`src/rtl/i2c_tgt_pkg.sv`:
```
// Shared types and constants of the I2C target controller.
// Assumes a 3-bit register select and a 16-bit status word.
package i2c_tgt_pkg;
    localparam int NUM_ID   = 4;
    localparam int ADDR_W   = 7;
    localparam int BYTE_W   = 8;
    localparam int IDX_W    = $clog2(NUM_ID);

    localparam logic [2:0] SEL_STAT = 3'd0;
    localparam logic [2:0] SEL_CTRL = 3'd1;
    localparam logic [2:0] SEL_ALT  = 3'd6;
    localparam logic [2:0] SEL_DATA = 3'd7;

    localparam int CB_GCEN  = 0;
    localparam int CB_FNACK = 1;
    localparam int CB_IRQEN = 2;
    localparam int CB_GCCLR = 3;

    typedef enum logic [2:0] {
        EN_IDLE, EN_ADDR, EN_ACK, EN_RX, EN_TX, EN_TACK
    } eng_state_t;
endpackage

```
`src/rtl/i2c_tgt_linemon.sv`:
```
// Synchronises SCL/SDA and produces one-cycle pulses for SCL edges,
// start (SDA falls, SCL high) and stop (SDA rises, SCL high).
// Assumes the system clock oversamples SCL by several times.
module i2c_tgt_linemon #(
    parameter int SYNC_N = 2
) (
    input  logic clk,
    input  logic rst_n,
    input  logic scl_i,
    input  logic sda_i,
    output logic scl_s,
    output logic sda_s,
    output logic scl_rise,
    output logic scl_fall,
    output logic start_p,
    output logic stop_p
);
    logic [SYNC_N-1:0] scl_sy, sda_sy;
    logic scl_d, sda_d;

    // synchroniser chains plus one delayed copy for edge detection
    always_ff @(posedge clk) begin
        if (!rst_n) begin
            scl_sy <= '1;
            sda_sy <= '1;
            scl_d  <= 1'b1;
            sda_d  <= 1'b1;
        end else begin
            scl_sy <= {scl_sy[SYNC_N-2:0], scl_i};
            sda_sy <= {sda_sy[SYNC_N-2:0], sda_i};
            scl_d  <= scl_sy[SYNC_N-1];
            sda_d  <= sda_sy[SYNC_N-1];
        end
    end

    assign scl_s    = scl_sy[SYNC_N-1];
    assign sda_s    = sda_sy[SYNC_N-1];
    assign scl_rise = scl_s & ~scl_d;
    assign scl_fall = ~scl_s & scl_d;
    assign start_p  = scl_s & scl_d & sda_d & ~sda_s;
    assign stop_p   = scl_s & scl_d & ~sda_d & sda_s;
endmodule

```
`src/rtl/i2c_tgt_fifo.sv`:
```
// Small first-word-fall-through FIFO; pushes when full and pops when
// empty are ignored; flush empties it in one cycle.
module i2c_tgt_fifo #(
    parameter int W     = 8,
    parameter int DEPTH = 2
) (
    input  logic         clk,
    input  logic         rst_n,
    input  logic         flush,
    input  logic         push,
    input  logic [W-1:0] din,
    input  logic         pop,
    output logic [W-1:0] dout,
    output logic         empty,
    output logic         full
);
    localparam int AW = (DEPTH > 1) ? $clog2(DEPTH) : 1;
    localparam int CW = $clog2(DEPTH + 1);

    logic [W-1:0]  mem [DEPTH];
    logic [AW-1:0] wp, rp;
    logic [CW-1:0] cnt;
    logic do_push, do_pop;

    function automatic logic [AW-1:0] nxt(input logic [AW-1:0] p);
        return (p == AW'(DEPTH - 1)) ? '0 : p + 1'b1;
    endfunction

    assign empty   = (cnt == '0);
    assign full    = (cnt == CW'(DEPTH));
    assign do_push = push & ~full;
    assign do_pop  = pop & ~empty;
    assign dout    = mem[rp];

    // storage write
    always_ff @(posedge clk) begin
        if (do_push) mem[wp] <= din;
    end

    // pointer and occupancy tracking
    always_ff @(posedge clk) begin
        if (!rst_n || flush) begin
            wp  <= '0;
            rp  <= '0;
            cnt <= '0;
        end else begin
            if (do_push) wp <= nxt(wp);
            if (do_pop)  rp <= nxt(rp);
            cnt <= cnt + CW'(do_push) - CW'(do_pop);
        end
    end

    a_r7_push_lands: assert property (@(posedge clk) disable iff (!rst_n)
        (push && !full && !pop && !flush) |=> !empty);
    a_r7_pop_frees: assert property (@(posedge clk) disable iff (!rst_n)
        (pop && !empty && !push && !flush) |=> !full);
endmodule

```
`src/rtl/i2c_tgt_engine.sv`:
```
// Bit-level target state machine: shifts the address and data bytes,
// asks the parent for ACK decisions, drives ACK and transmit bits.
// Assumes SDA output changes are only made after an SCL falling edge.
module i2c_tgt_engine
    import i2c_tgt_pkg::*;
(
    input  logic              clk,
    input  logic              rst_n,
    input  logic              scl_s,
    input  logic              sda_s,
    input  logic              scl_rise,
    input  logic              scl_fall,
    input  logic              start_p,
    input  logic              stop_p,
    input  logic              ack_addr,
    input  logic              ack_data,
    input  logic [BYTE_W-1:0] tx_data,
    input  logic              tx_valid,
    output logic              addr_done,
    output logic              data_done,
    output logic [BYTE_W-1:0] rx_byte,
    output logic              tx_pop,
    output logic              sda_oe
);
    localparam logic [3:0] LAST = 4'(BYTE_W - 1);

    eng_state_t        state;
    logic [3:0]        cnt;
    logic [BYTE_W-1:0] shreg, tx_next;
    logic              ack_sel, phase, dir_rd, mack, last_bit;

    assign rx_byte   = {shreg[BYTE_W-2:0], sda_s};
    assign last_bit  = scl_rise && (cnt == LAST) && !start_p && !stop_p;
    assign addr_done = last_bit && (state == EN_ADDR);
    assign data_done = last_bit && (state == EN_RX);
    assign tx_next   = tx_valid ? tx_data : '1;
    assign tx_pop    = scl_fall && phase &&
                       (((state == EN_ACK) && ack_sel && dir_rd) ||
                        ((state == EN_TACK) && mack));

    // SDA pull-down from the current phase
    always_comb begin
        case (state)
            EN_ACK:  sda_oe = phase & ack_sel;
            EN_TX:   sda_oe = ~shreg[BYTE_W-1];
            EN_TACK: sda_oe = ~phase & ~shreg[BYTE_W-1];
            default: sda_oe = 1'b0;
        endcase
    end

    // protocol sequencing; bus conditions override every state
    always_ff @(posedge clk) begin
        if (!rst_n) begin
            state <= EN_IDLE; cnt <= '0; shreg <= '0;
            ack_sel <= 1'b0; phase <= 1'b0; dir_rd <= 1'b0; mack <= 1'b0;
        end else if (start_p) begin
            state <= EN_ADDR; cnt <= '0; phase <= 1'b0;
        end else if (stop_p) begin
            state <= EN_IDLE; phase <= 1'b0;
        end else begin
            case (state)
                EN_ADDR, EN_RX: if (scl_rise) begin
                    shreg <= rx_byte;
                    cnt   <= cnt + 1'b1;
                    if (cnt == LAST) begin
                        state   <= EN_ACK;
                        phase   <= 1'b0;
                        ack_sel <= (state == EN_ADDR) ? ack_addr : ack_data;
                        dir_rd  <= (state == EN_ADDR) & rx_byte[0];
                    end
                end
                EN_ACK: if (scl_fall) begin
                    if (!phase) phase <= 1'b1;
                    else begin
                        phase <= 1'b0;
                        cnt   <= '0;
                        if (!ack_sel) state <= EN_IDLE;
                        else if (dir_rd) begin
                            state <= EN_TX;
                            shreg <= tx_next;
                        end else state <= EN_RX;
                    end
                end
                EN_TX: begin
                    if (scl_rise) begin
                        cnt <= cnt + 1'b1;
                        if (cnt == LAST) begin
                            state <= EN_TACK;
                            phase <= 1'b0;
                        end
                    end
                    if (scl_fall) shreg <= {shreg[BYTE_W-2:0], 1'b1};
                end
                EN_TACK: begin
                    if (scl_fall && !phase) phase <= 1'b1;
                    else if (scl_rise && phase) mack <= ~sda_s;
                    else if (scl_fall && phase) begin
                        phase <= 1'b0;
                        cnt   <= '0;
                        if (mack) begin
                            state <= EN_TX;
                            shreg <= tx_next;
                        end else state <= EN_IDLE;
                    end
                end
                default: ;
            endcase
        end
    end

    a_r2_sda_low_phase: assert property (@(posedge clk) disable iff (!rst_n)
        !$stable(sda_oe) |-> !scl_s);
endmodule

```
`src/rtl/i2c_tgt_status.sv`:
```
// Top of the I2C target: identity compare, general-call decode, status
// word with per-field clear rules, register port and both FIFOs.
// Assumes 7-bit addressing only and no clock stretching.
module i2c_tgt_status
    import i2c_tgt_pkg::*;
#(
    parameter int FIFO_DEPTH = 2
) (
    input  logic        clk,
    input  logic        rst_n,
    input  logic        scl_i,
    input  logic        sda_i,
    output logic        sda_oe,
    input  logic [2:0]  reg_sel,
    input  logic        reg_wr,
    input  logic        reg_rd,
    input  logic [7:0]  reg_wdata,
    output logic [15:0] reg_rdata,
    output logic        irq
);
    logic scl_s, sda_s, scl_rise, scl_fall, start_p, stop_p;
    logic addr_done, data_done, tx_pop, ack_addr, ack_data;
    logic [BYTE_W-1:0] rx_byte, tx_dout, rx_dout;
    logic tx_empty, tx_full, rx_empty, rx_full, tx_push, rx_push, rx_pop;

    logic [ADDR_W-1:0] id_q [NUM_ID];
    logic [ADDR_W-1:0] alt_q;
    logic gc_en, fnack, irq_en;
    logic st_active, st_reps, st_stop, st_gcf, st_busy, st_nack;
    logic [IDX_W-1:0] st_idx, hit_idx;
    logic [1:0] st_gcid;
    logic in_txn, gc_pend, id_hit, is_sbyte, is_gc, gc_rst, gc_clr, stat_rd;
    logic [15:0] status_w;
    logic [2:0]  id_sel;

    i2c_tgt_linemon u_lines (
        .clk(clk), .rst_n(rst_n), .scl_i(scl_i), .sda_i(sda_i),
        .scl_s(scl_s), .sda_s(sda_s), .scl_rise(scl_rise), .scl_fall(scl_fall),
        .start_p(start_p), .stop_p(stop_p)
    );

    i2c_tgt_engine u_eng (
        .clk(clk), .rst_n(rst_n), .scl_s(scl_s), .sda_s(sda_s),
        .scl_rise(scl_rise), .scl_fall(scl_fall), .start_p(start_p), .stop_p(stop_p),
        .ack_addr(ack_addr), .ack_data(ack_data), .tx_data(tx_dout),
        .tx_valid(~tx_empty), .addr_done(addr_done), .data_done(data_done),
        .rx_byte(rx_byte), .tx_pop(tx_pop), .sda_oe(sda_oe)
    );

    i2c_tgt_fifo #(.W(BYTE_W), .DEPTH(FIFO_DEPTH)) u_txq (
        .clk(clk), .rst_n(rst_n), .flush(gc_rst), .push(tx_push), .din(reg_wdata),
        .pop(tx_pop), .dout(tx_dout), .empty(tx_empty), .full(tx_full)
    );

    i2c_tgt_fifo #(.W(BYTE_W), .DEPTH(FIFO_DEPTH)) u_rxq (
        .clk(clk), .rst_n(rst_n), .flush(gc_rst), .push(rx_push), .din(rx_byte),
        .pop(rx_pop), .dout(rx_dout), .empty(rx_empty), .full(rx_full)
    );

    // identity compare; the lowest matching index wins
    always_comb begin
        id_hit  = 1'b0;
        hit_idx = '0;
        for (int k = NUM_ID - 1; k >= 0; k--) begin
            if (rx_byte[BYTE_W-1:1] == id_q[k]) begin
                id_hit  = 1'b1;
                hit_idx = IDX_W'(k);
            end
        end
    end

    assign is_sbyte = (rx_byte == 8'h01);
    assign is_gc    = (rx_byte == 8'h00) & gc_en;
    assign ack_addr = is_gc | (id_hit & ~is_sbyte & ~fnack & (~rx_byte[0] | ~tx_empty));
    assign ack_data = gc_pend | ~fnack;
    assign gc_rst   = data_done & gc_pend & (rx_byte == 8'h06);
    assign gc_clr   = reg_wr & (reg_sel == SEL_CTRL) & reg_wdata[CB_GCCLR];
    assign stat_rd  = reg_rd & (reg_sel == SEL_STAT);
    assign tx_push  = reg_wr & (reg_sel == SEL_DATA) & ~tx_full;
    assign rx_pop   = reg_rd & (reg_sel == SEL_DATA);
    assign rx_push  = data_done & ack_data & ~rx_full & (~gc_pend | rx_byte[0]);
    assign id_sel   = reg_sel - 3'd2;
    assign irq      = st_stop & irq_en;
    assign status_w = {1'b0, st_active, st_reps, st_idx, st_stop, st_gcid,
                       st_gcf, st_busy, st_nack, 5'b0};

    // configuration registers; a general-call reset restores defaults
    always_ff @(posedge clk) begin
        if (!rst_n || gc_rst) begin
            for (int k = 0; k < NUM_ID; k++) id_q[k] <= '0;
            alt_q <= '0; gc_en <= 1'b0; fnack <= 1'b0; irq_en <= 1'b0;
        end else if (reg_wr) begin
            if (reg_sel == SEL_CTRL) begin
                gc_en  <= reg_wdata[CB_GCEN];
                fnack  <= reg_wdata[CB_FNACK];
                irq_en <= reg_wdata[CB_IRQEN];
            end else if (reg_sel == SEL_ALT) alt_q <= reg_wdata[ADDR_W-1:0];
            else if (reg_sel != SEL_DATA) id_q[id_sel[IDX_W-1:0]] <= reg_wdata[ADDR_W-1:0];
        end
    end

    // status word: clears first so that same-cycle sets take priority
    always_ff @(posedge clk) begin
        if (!rst_n) begin
            st_active <= 1'b0; st_reps <= 1'b0; st_idx <= '0; st_stop <= 1'b0;
            st_gcid <= '0; st_gcf <= 1'b0; st_busy <= 1'b0; st_nack <= 1'b0;
            in_txn <= 1'b0; gc_pend <= 1'b0;
        end else begin
            if (gc_clr) begin
                st_gcf  <= 1'b0;
                st_gcid <= '0;
            end
            st_stop <= (stop_p & st_active) | (st_stop & ~stat_rd);
            if (start_p) begin
                st_busy <= 1'b1;
                in_txn  <= 1'b1;
                gc_pend <= 1'b0;
                if (in_txn) st_reps <= 1'b1;
            end
            if (stop_p) begin
                st_active <= 1'b0; st_reps <= 1'b0; st_busy <= 1'b0;
                in_txn <= 1'b0; gc_pend <= 1'b0;
            end
            if (addr_done) begin
                if (id_hit | is_sbyte | is_gc) st_active <= 1'b1;
                else st_busy <= 1'b0;
                if (id_hit & ~is_sbyte) st_idx <= hit_idx;
                st_nack <= id_hit & ~is_sbyte & ~ack_addr;
                gc_pend <= is_gc;
            end
            if (data_done) begin
                st_nack <= ~ack_data;
                if (gc_pend) begin
                    gc_pend <= 1'b0;
                    st_gcf  <= 1'b1;
                    if (rx_byte == 8'h06) st_gcid <= 2'b01;
                    else if (rx_byte == 8'h04) st_gcid <= 2'b10;
                    else if (rx_byte[0] && rx_byte[BYTE_W-1:1] == alt_q) st_gcid <= 2'b11;
                end
            end
        end
    end

    // registered read data
    always_ff @(posedge clk) begin
        if (!rst_n) reg_rdata <= '0;
        else if (reg_rd) begin
            case (reg_sel)
                SEL_STAT: reg_rdata <= status_w;
                SEL_CTRL: reg_rdata <= {13'b0, irq_en, fnack, gc_en};
                SEL_ALT:  reg_rdata <= {9'b0, alt_q};
                SEL_DATA: reg_rdata <= rx_empty ? 16'h0 : {8'b0, rx_dout};
                default:  reg_rdata <= {9'b0, id_q[id_sel[IDX_W-1:0]]};
            endcase
        end
    end

    a_r4_stop_clears: assert property (@(posedge clk) disable iff (!rst_n)
        stop_p |=> !(status_w[14] || status_w[13] || status_w[6]));
    a_r4_read_clears: assert property (@(posedge clk) disable iff (!rst_n)
        (stat_rd && !stop_p) |=> !status_w[10]);
    a_r5_rstart_flag: assert property (@(posedge clk) disable iff (!rst_n)
        (start_p && in_txn) |=> status_w[13]);
    a_r11_gc_set_wins: assert property (@(posedge clk) disable iff (!rst_n)
        (data_done && gc_pend) |=> status_w[7]);
endmodule

```
`config.mk`:
```
export PLATFORM = sky130hd
export DESIGN_NAME = i2c_tgt_status
export DESIGN_NICKNAME = d
export VERILOG_FILES = /design/src/rtl/i2c_tgt_pkg.sv /design/src/rtl/i2c_tgt_linemon.sv /design/src/rtl/i2c_tgt_fifo.sv /design/src/rtl/i2c_tgt_engine.sv /design/src/rtl/i2c_tgt_status.sv
export SDC_FILE = /design/constraint.sdc
export NUM_CORES = 1
export LEC_CHECK = 0
export ABC_AREA = 1
export BUFFER_PORTS_ARGS = -buffer_cell sky130_fd_sc_hd__buf_2
export CORE_AREA = 10 10 119 121
export CTS_BUF_LIST = sky130_fd_sc_hd__clkbuf_2 sky130_fd_sc_hd__clkbuf_4 sky130_fd_sc_hd__clkbuf_8
export DETAILED_ROUTE_END_ITERATION = 8
export DIE_AREA = 0 0 129 131
export HOLD_SLACK_MARGIN = 0.12
export PLACE_DENSITY = 0.82
export SETUP_SLACK_MARGIN = 0.4
export SYNTH_ARGS = -nofsm -noshare
export SYNTH_HDL_FRONTEND = slang
export SYNTH_HIERARCHICAL = 1
export SYNTH_SLANG_ARGS = --single-unit
```
`constraint.sdc`:
```
create_clock -name clk -period 3.9 [get_ports clk]
set_clock_uncertainty 0.1 [all_clocks]
set_input_delay 0.39 -clock clk [delete_from_list [all_inputs] [get_ports clk]]
set_output_delay 0.39 -clock clk [all_outputs]
set_load 0.02 [all_outputs]
```
# Word-level counts from Yosys, hierarchy flattened
# Memories as Yosys holds them, arrays and structs flattened. A register that Yosys moved wholly into a read port is not among the register bits.
# Index checks and enable logic that the tools add are counted.
# Widths: inputs -> output; s select.
op_classes:
  addsub: 10
  eq_ne: 46
  n_mux: 100
  bitwise: 61
  n_reduce_logical: 44
op_table:
  columns: ["operator", "count"]
  rows:
  - ["$mux 8", 12]
  - ["$pmux 15 s4", 1]
  - ["$mux 1", 52]
  - ["$mux 3", 12]
  - ["$eq 7x7->1", 5]
  - ["$and 1x1->1", 33]
  - ["$pmux 8 s4", 1]
  - ["$ne 4x2->1 const B", 7]
  - ["$ne 2x1->1 const B", 13]
  - ["$mux 4", 6]
  - ["$mux 2", 11]
  - ["$not 1->1", 21]
  - ["$reduce_and 10->1", 2]
  - ["$eq 8x3->1 const B", 2]
  - ["$logic_and 1x1->1", 13]
  - ["$reduce_and 13->1", 1]
  - ["$eq 3x3->1 const B", 4]
  - ["$pmux 3 s4", 1]
  - ["$pmux 4 s3", 1]
  - ["$reduce_and 5->1", 2]
  - ["$eq 8x1->1 const B", 1]
  - ["$logic_not 8->1", 1]
  - ["$ne 4x3->1 const B", 2]
  - ["$reduce_and 8->1", 1]
  - ["other kinds (29)", 56]
totals:
  ff_bits: 71
  ramBits: 60
  input_bits: 17
  word_cells: 297
  memories: 3
memory_table:
  columns: ["memory", "depth", "word_bits", "read_ports", "rd_ports_with_merged_regs", "write_ports", "line_no", "source"]
  rows:
  - ["id_q", 4, 7, 5, 0, 4, "i2c_tgt_status.sv:26", "logic [ADDR_W-1:0] id_q [NUM_ID];"]
  - ["u_rxq.mem", 2, 8, 1, 1, 1, "i2c_tgt_fifo.sv:20", "logic [W-1:0] mem [DEPTH];"]
  - ["u_txq.mem", 2, 8, 1, 1, 1, "i2c_tgt_fifo.sv:20", null]

# Logic depth before layout (Yosys ltp)
logic_depth:
  ltp_word: 14
  ltp_mapped: 19
  mapped_depth_nobuf: 19

# Hierarchy
# The synthesis kept the hierarchy.
modules_own_cells:
  columns: ["mod", "n_inst", "cells_each", "area_per_inst_um2"]
  rows:
  - ["i2c_tgt_status", 1, 483, 3552.2]
  - ["i2c_tgt_fifo", 2, 64, 872.1]
  - ["i2c_tgt_engine", 1, 225, 1461.4]
  - ["i2c_tgt_linemon", 1, 27, 198.9]

# Least setup slack after synthesis
# No wires, ideal clock.
synth_timing:
  path_type: "reg2reg"
  from: "register u_lines.sda_sy[1]"
  to: "register u_rxq.cnt[1]"
  setup_time_ps: 115
  t_arrival_ps: 2524
  required_time_ps: 3685
  path_slack_ps: 1161
  stages_incl_launch_ff: 19
  n_path_buf: 0
  synth_period_minus_slack_ps: 2739
  path_cell_list: "dfxtp_1 -> inv_1 -> nand2_1 -> nor2_1 -> nor2_1 -> inv_1 -> nor3_1 -> inv_1 -> nor2_1 -> nand2_1 -> nor3_1 -> nand2_1 -> ha_1 -> inv_1 -> ha_1 -> inv_1 -> nand2_1 -> a21oi_1 -> nor2_1"
synth_between:
  elab_chain_len: 12
  elab_cells_between_ends: 19
  cone_classes: "add/sub: 2; eq/ne: 1; bitwise: 10; reduce/logical: 6"
synth_lines:
  columns: ["item", "line_no", "source"]
  rows:
  - ["from (decl)", "i2c_tgt_linemon.sv:18", "logic [SYNC_N-1:0] scl_sy, sda_sy;"]
  - ["from (signal assigned)", "i2c_tgt_linemon.sv:30", "sda_sy <= {sda_sy[SYNC_N-2:0], sda_i};"]
  - ["$not 1->1", "i2c_tgt_linemon.sv:40", "assign start_p = scl_s & scl_d & sda_d & ~sda_s;"]
  - ["$and 1x1->1", "i2c_tgt_linemon.sv:40", null]
  - ["net start_p", "i2c_tgt_status.sv:21", "logic scl_s, sda_s, scl_rise, scl_fall, start_p, stop_p;"]
  - ["$logic_not 1->1", "i2c_tgt_engine.sv:33", "assign last_bit = scl_rise && (cnt == LAST) && !start_p && !stop_p;"]
  - ["$logic_and 1x1->1 (2 in a row)", "i2c_tgt_engine.sv:33", null]
  - ["$logic_and 1x1->1", "i2c_tgt_engine.sv:35", "assign data_done = last_bit && (state == EN_RX);"]
  - ["net data_done", "i2c_tgt_status.sv:22", "logic addr_done, data_done, tx_pop, ack_addr, ack_data;"]
  - ["$and 1x1->1 (3 in a row)", "i2c_tgt_status.sv:81", "assign rx_push = data_done & ack_data & ~rx_full & (~gc_pend | rx_byte[0]);"]
  - ["net rx_push", "i2c_tgt_status.sv:24", "logic tx_empty, tx_full, rx_empty, rx_full, tx_push, rx_push, rx_pop;"]
  - ["$and 1x1->1", "i2c_tgt_fifo.sv:31", "assign do_push = push & ~full;"]
  - ["$add 2x1->2", "i2c_tgt_fifo.sv:49", "cnt <= cnt + CW'(do_push) - CW'(do_pop);"]
  - ["$sub 2x1->2", "i2c_tgt_fifo.sv:49", null]
  - ["to (signal assigned)", "i2c_tgt_fifo.sv:49", null]
  - ["to (decl)", "i2c_tgt_fifo.sv:22", "logic [CW-1:0] cnt;"]
# The timed path passes the listed nets, and every way through them passes these cells.
# A chain may end at the register's enable or synchronous reset.

==> impl_results.md <==
* Outcome: complete, no violations
* Post-route clock period utilization at 79.8%
* Number of CTS-inserted buffers at 17
* Post-layout power at 4.01 mW
* Required time worst endpoint at 3.99 ns
* Cell area after technology mapping at 6960 sq um
* Maximum fanout encountered on the critical timing path at 11
* Number of routed nets with antenna violations at 0
* Layout net count at 920
* Average footprint of a synthesized cell at 8.06 sq um
* Leading cell types by total area after synthesis: edfxtp_1 26%, dfxtp_1 21%, nand2_1 11%, nor2_1 6.1%, inv_1 5.4%
* Sort of element at the end of the critical path: register
* Maximum clock frequency at 0.321 GHz
* GRT Resource Usage Total at 20.2%
* Worst Hold Class: primary input to register
* Number of hold violations in the final report at 0
* Overall die height at 131 microns
* Clock tree from TritonCTS: yes
* CP arrival at 3.20 ns
* Number of failing setup endpoints in the final timing report at 0
* Count of flip-flops with a built-in enable after synthesis at 60
* Starting Density at 58.9%
* Setup TNS after final layout at 0 ns
* Total of max-cap violations at 0
* Crit path kind: register to register
* Fraction of synthesized cell area taken by the top area cell type at 25.9%
* Synth Net Count at 885
* Kind of start point of the critical path: register
* Count of H-tree levels built during CTS at 4
* Placed Instance Area at 7140 sq um
* Clock slew at the register clock pins of the worst setup and hold paths at 0.08 ns
* Clock tree root buffer cell: clkbuf_8
* Placer's final routability congestion estimate at 0.939
* Sinks on Clock Net at 132
* Sequential area share after synthesis at 46.6%
* Filler cells at 1026
* Minimum clock period after layout at 3.11 ns
* Area of all placed cells without fillers at 7670 sq um
* Leakage component of the power at 3.35 nW
* Place WS at 0.650 ns
* Pin count of the biggest net entering global routing at 30
* Overall die area at 16900 sq um
* Max-Slew Margin vs Limit at 32.0%
* Leftover overflow at the end of global routing at 0
* Number of core rows at 40
* Area Overhead vs Synth at 10.2%
* Total vias in the final route at 5814
* Post-Route Utilization at 64.9%
* Post-synth ARST share at 0%
* CP peak stage delay at 0.44 ns
* Overall routed net length at 16600 microns
* Synth warnings at 6
* Smallest setup slack after layout at 0.789 ns
* Ratio of cells with drive above 1 in the final layout at 17.5%
* Power per Cell Area at 523 nW/um^2
* Fin. max-slew vios at 0
* Horizontal die dimension at 129 microns
* Iteration count of the initial detailed-routing pass at 6
* Number of buffers between clock root and the deepest sink at 2
* Slowest stage cell on the critical path: dfxtp_2
* Post-CTS Setup Inserts at 0
* Antenna cells at 0
* HPWL Detailed at 12200 microns
* Cell type with the largest total area after synthesis: edfxtp_1
* Area of the core region at 11800 sq um
* Later-pin clock latency in the skew report at 0.46 ns
* First-pass GRT wire length at 26500 microns
* Flop and latch count out of synthesis at 132
* Count of unique library cells instantiated by Yosys at 48
* Initial antenna violation count at 0
* PortBufs at 33
* DRC at 0
* DRT iter0 DRCs at 645
* Cells along the critical path: inv_1 -> nand2_1 -> nor2_1 -> nor2_1 -> inv_1 -> nor3_1 -> inv_1 -> nor2_2 -> nand4_1 -> nor2_2 -> nor2_2 -> inv_2 -> nor2_4 -> inv_4 -> nor2_4 -> inv_2 -> nor2_1
* Syn Inst Count at 863
* Maximum vdd drop at 0.326 mV
* Per-cell via count in the routed design at 5.50
* Slew of the pin with the lowest slew margin at 1.01 ns
* Most used DFF post-synth: dfxtp_1
* Number of global-route vias before repair at 5364
* Top-level port count at 35
* Most common cell after layout, fill and taps aside: nand2_1
* Highest-count cells in the layout ignoring fill and taps: 199 x nand2_1, 112 x nor2_1, 100 x inv_1, 71 x dfxtp_1, 60 x edfxtp_1
* Unrepaired setup endpoints after global routing: no
* Routed wire length per instance at 15.7 microns
==> path summary, 6_finish.rpt <==
kind                           from                end  slack (ns)  cells past startpoint
setup / recovery  u_lines/sda_sy[1]         id_q[1][1]        0.79                     17
hold / removal               reg_wr           alt_q[4]        0.18                      3
setup reg to reg  u_lines/sda_sy[1]         id_q[1][1]        0.79                     17
hold reg to reg   u_lines/sda_sy[0]  u_lines/sda_sy[1]        0.34                      2
==> synthesized netlist by cell type (3+ instances only) <==
cell      count
a221oi_1      5
o21ai_1       5
xnor2_1       9
clkbuf_1      7
nor2_4       11
nand2_4       3
nand3_1      51
or2_2         3
mux2_4       16
nor2_1      113
buf_2         9
nand4_1       7
o21ai_0      26
dfxtp_1      72
a21oi_1      44
ha_1          5
inv_2        21
inv_1       100
edfxtp_1     60
nor3_1        8
a22oi_1       4
buf_6         4
nand2_1     199
o22ai_1       7
nor2_2       13
nand3b_1      7
o211ai_1      4
nand3_2       7
xor2_1        6
nand2_2       4
buf_4        11
==> per-layer routing <==
layer  track usage (%)  vias to the layer above  wire (microns)
met5                 0                        -               0
met4              8.03                        0             316
met3              4.27                       30            1300
met2              33.1                      253            7860
met1              25.7                     2672            7100
li1                  -                     2859               -
==> critical path: cells and delay by family (launching register included) <==
kind	cells	cell delay [ns]
buffers and inverters	6	0.76
DFF	1	0.44
and+or+nand+nor	11	1.53
==> cell type report <==
type	instances	area, sq um	area share, %
Clock inverter	14	180	2.35
Timing Repair Buffer	48	303	3.95
Inverter	125	479	6.25
Sequential cell	132	3240	42.3
Clock buffer	18	241	3.15
Multi-Input combinational cell	574	3030	39.6
Tap cell	147	184	2.40
==> what timing repair did <==
item / 4_1_cts / 5_1_grt
endpoints found under the setup margin: 0 / 57
hold endpoints to repair: 19 / 0
hold buffers: 10 / 0
resized for setup: 0 / 2
==> sequential cells by signal (all words and copies together) (netlist names), 2 cells and up, named ones only <==
name            count
alt_q               7
id_q               28
reg_rdata          15
st_gcid             2
st_idx              2
u_eng/cnt           4
u_eng/shreg         8
u_eng/state         3
u_lines/scl_sy      2
u_lines/sda_sy      2
u_rxq/cnt           2
u_rxq/mem          16
u_txq/cnt           2
u_txq/mem          16
==> stage by stage <==
step	hold WS, ns	std cells
after detailed placement	0.308	1016
final	0.181	1058
after global routing	0.196	1058
after floorplan	0.280	863
after CTS	0.162	1058
after global placement	0.313	1016
==> where the power goes <==
group | switching (mW) | internal (mW)
combinational | 0.736 | 0.393
sequential | 0.127 | 1.55
clock | 0.561 | 0.646
==> logic make-up (layout without fill, tap and decap cells) <==
family / after synthesis / after routing / synth area share (%)
buf+inv: 157 / 205 / 9.80
mux: 16 / 16 / 3.45
flops: 132 / 132 / 46.6
other cells: 1 / 1 / 0.0539
fa+ha+maj: 5 / 5 / 0.899
simple gates: 435 / 435 / 28.9
compound gates: 102 / 102 / 8.38
xor+xnor: 15 / 15 / 1.89
No activity file was read; power rests on OpenSTA's default activity.
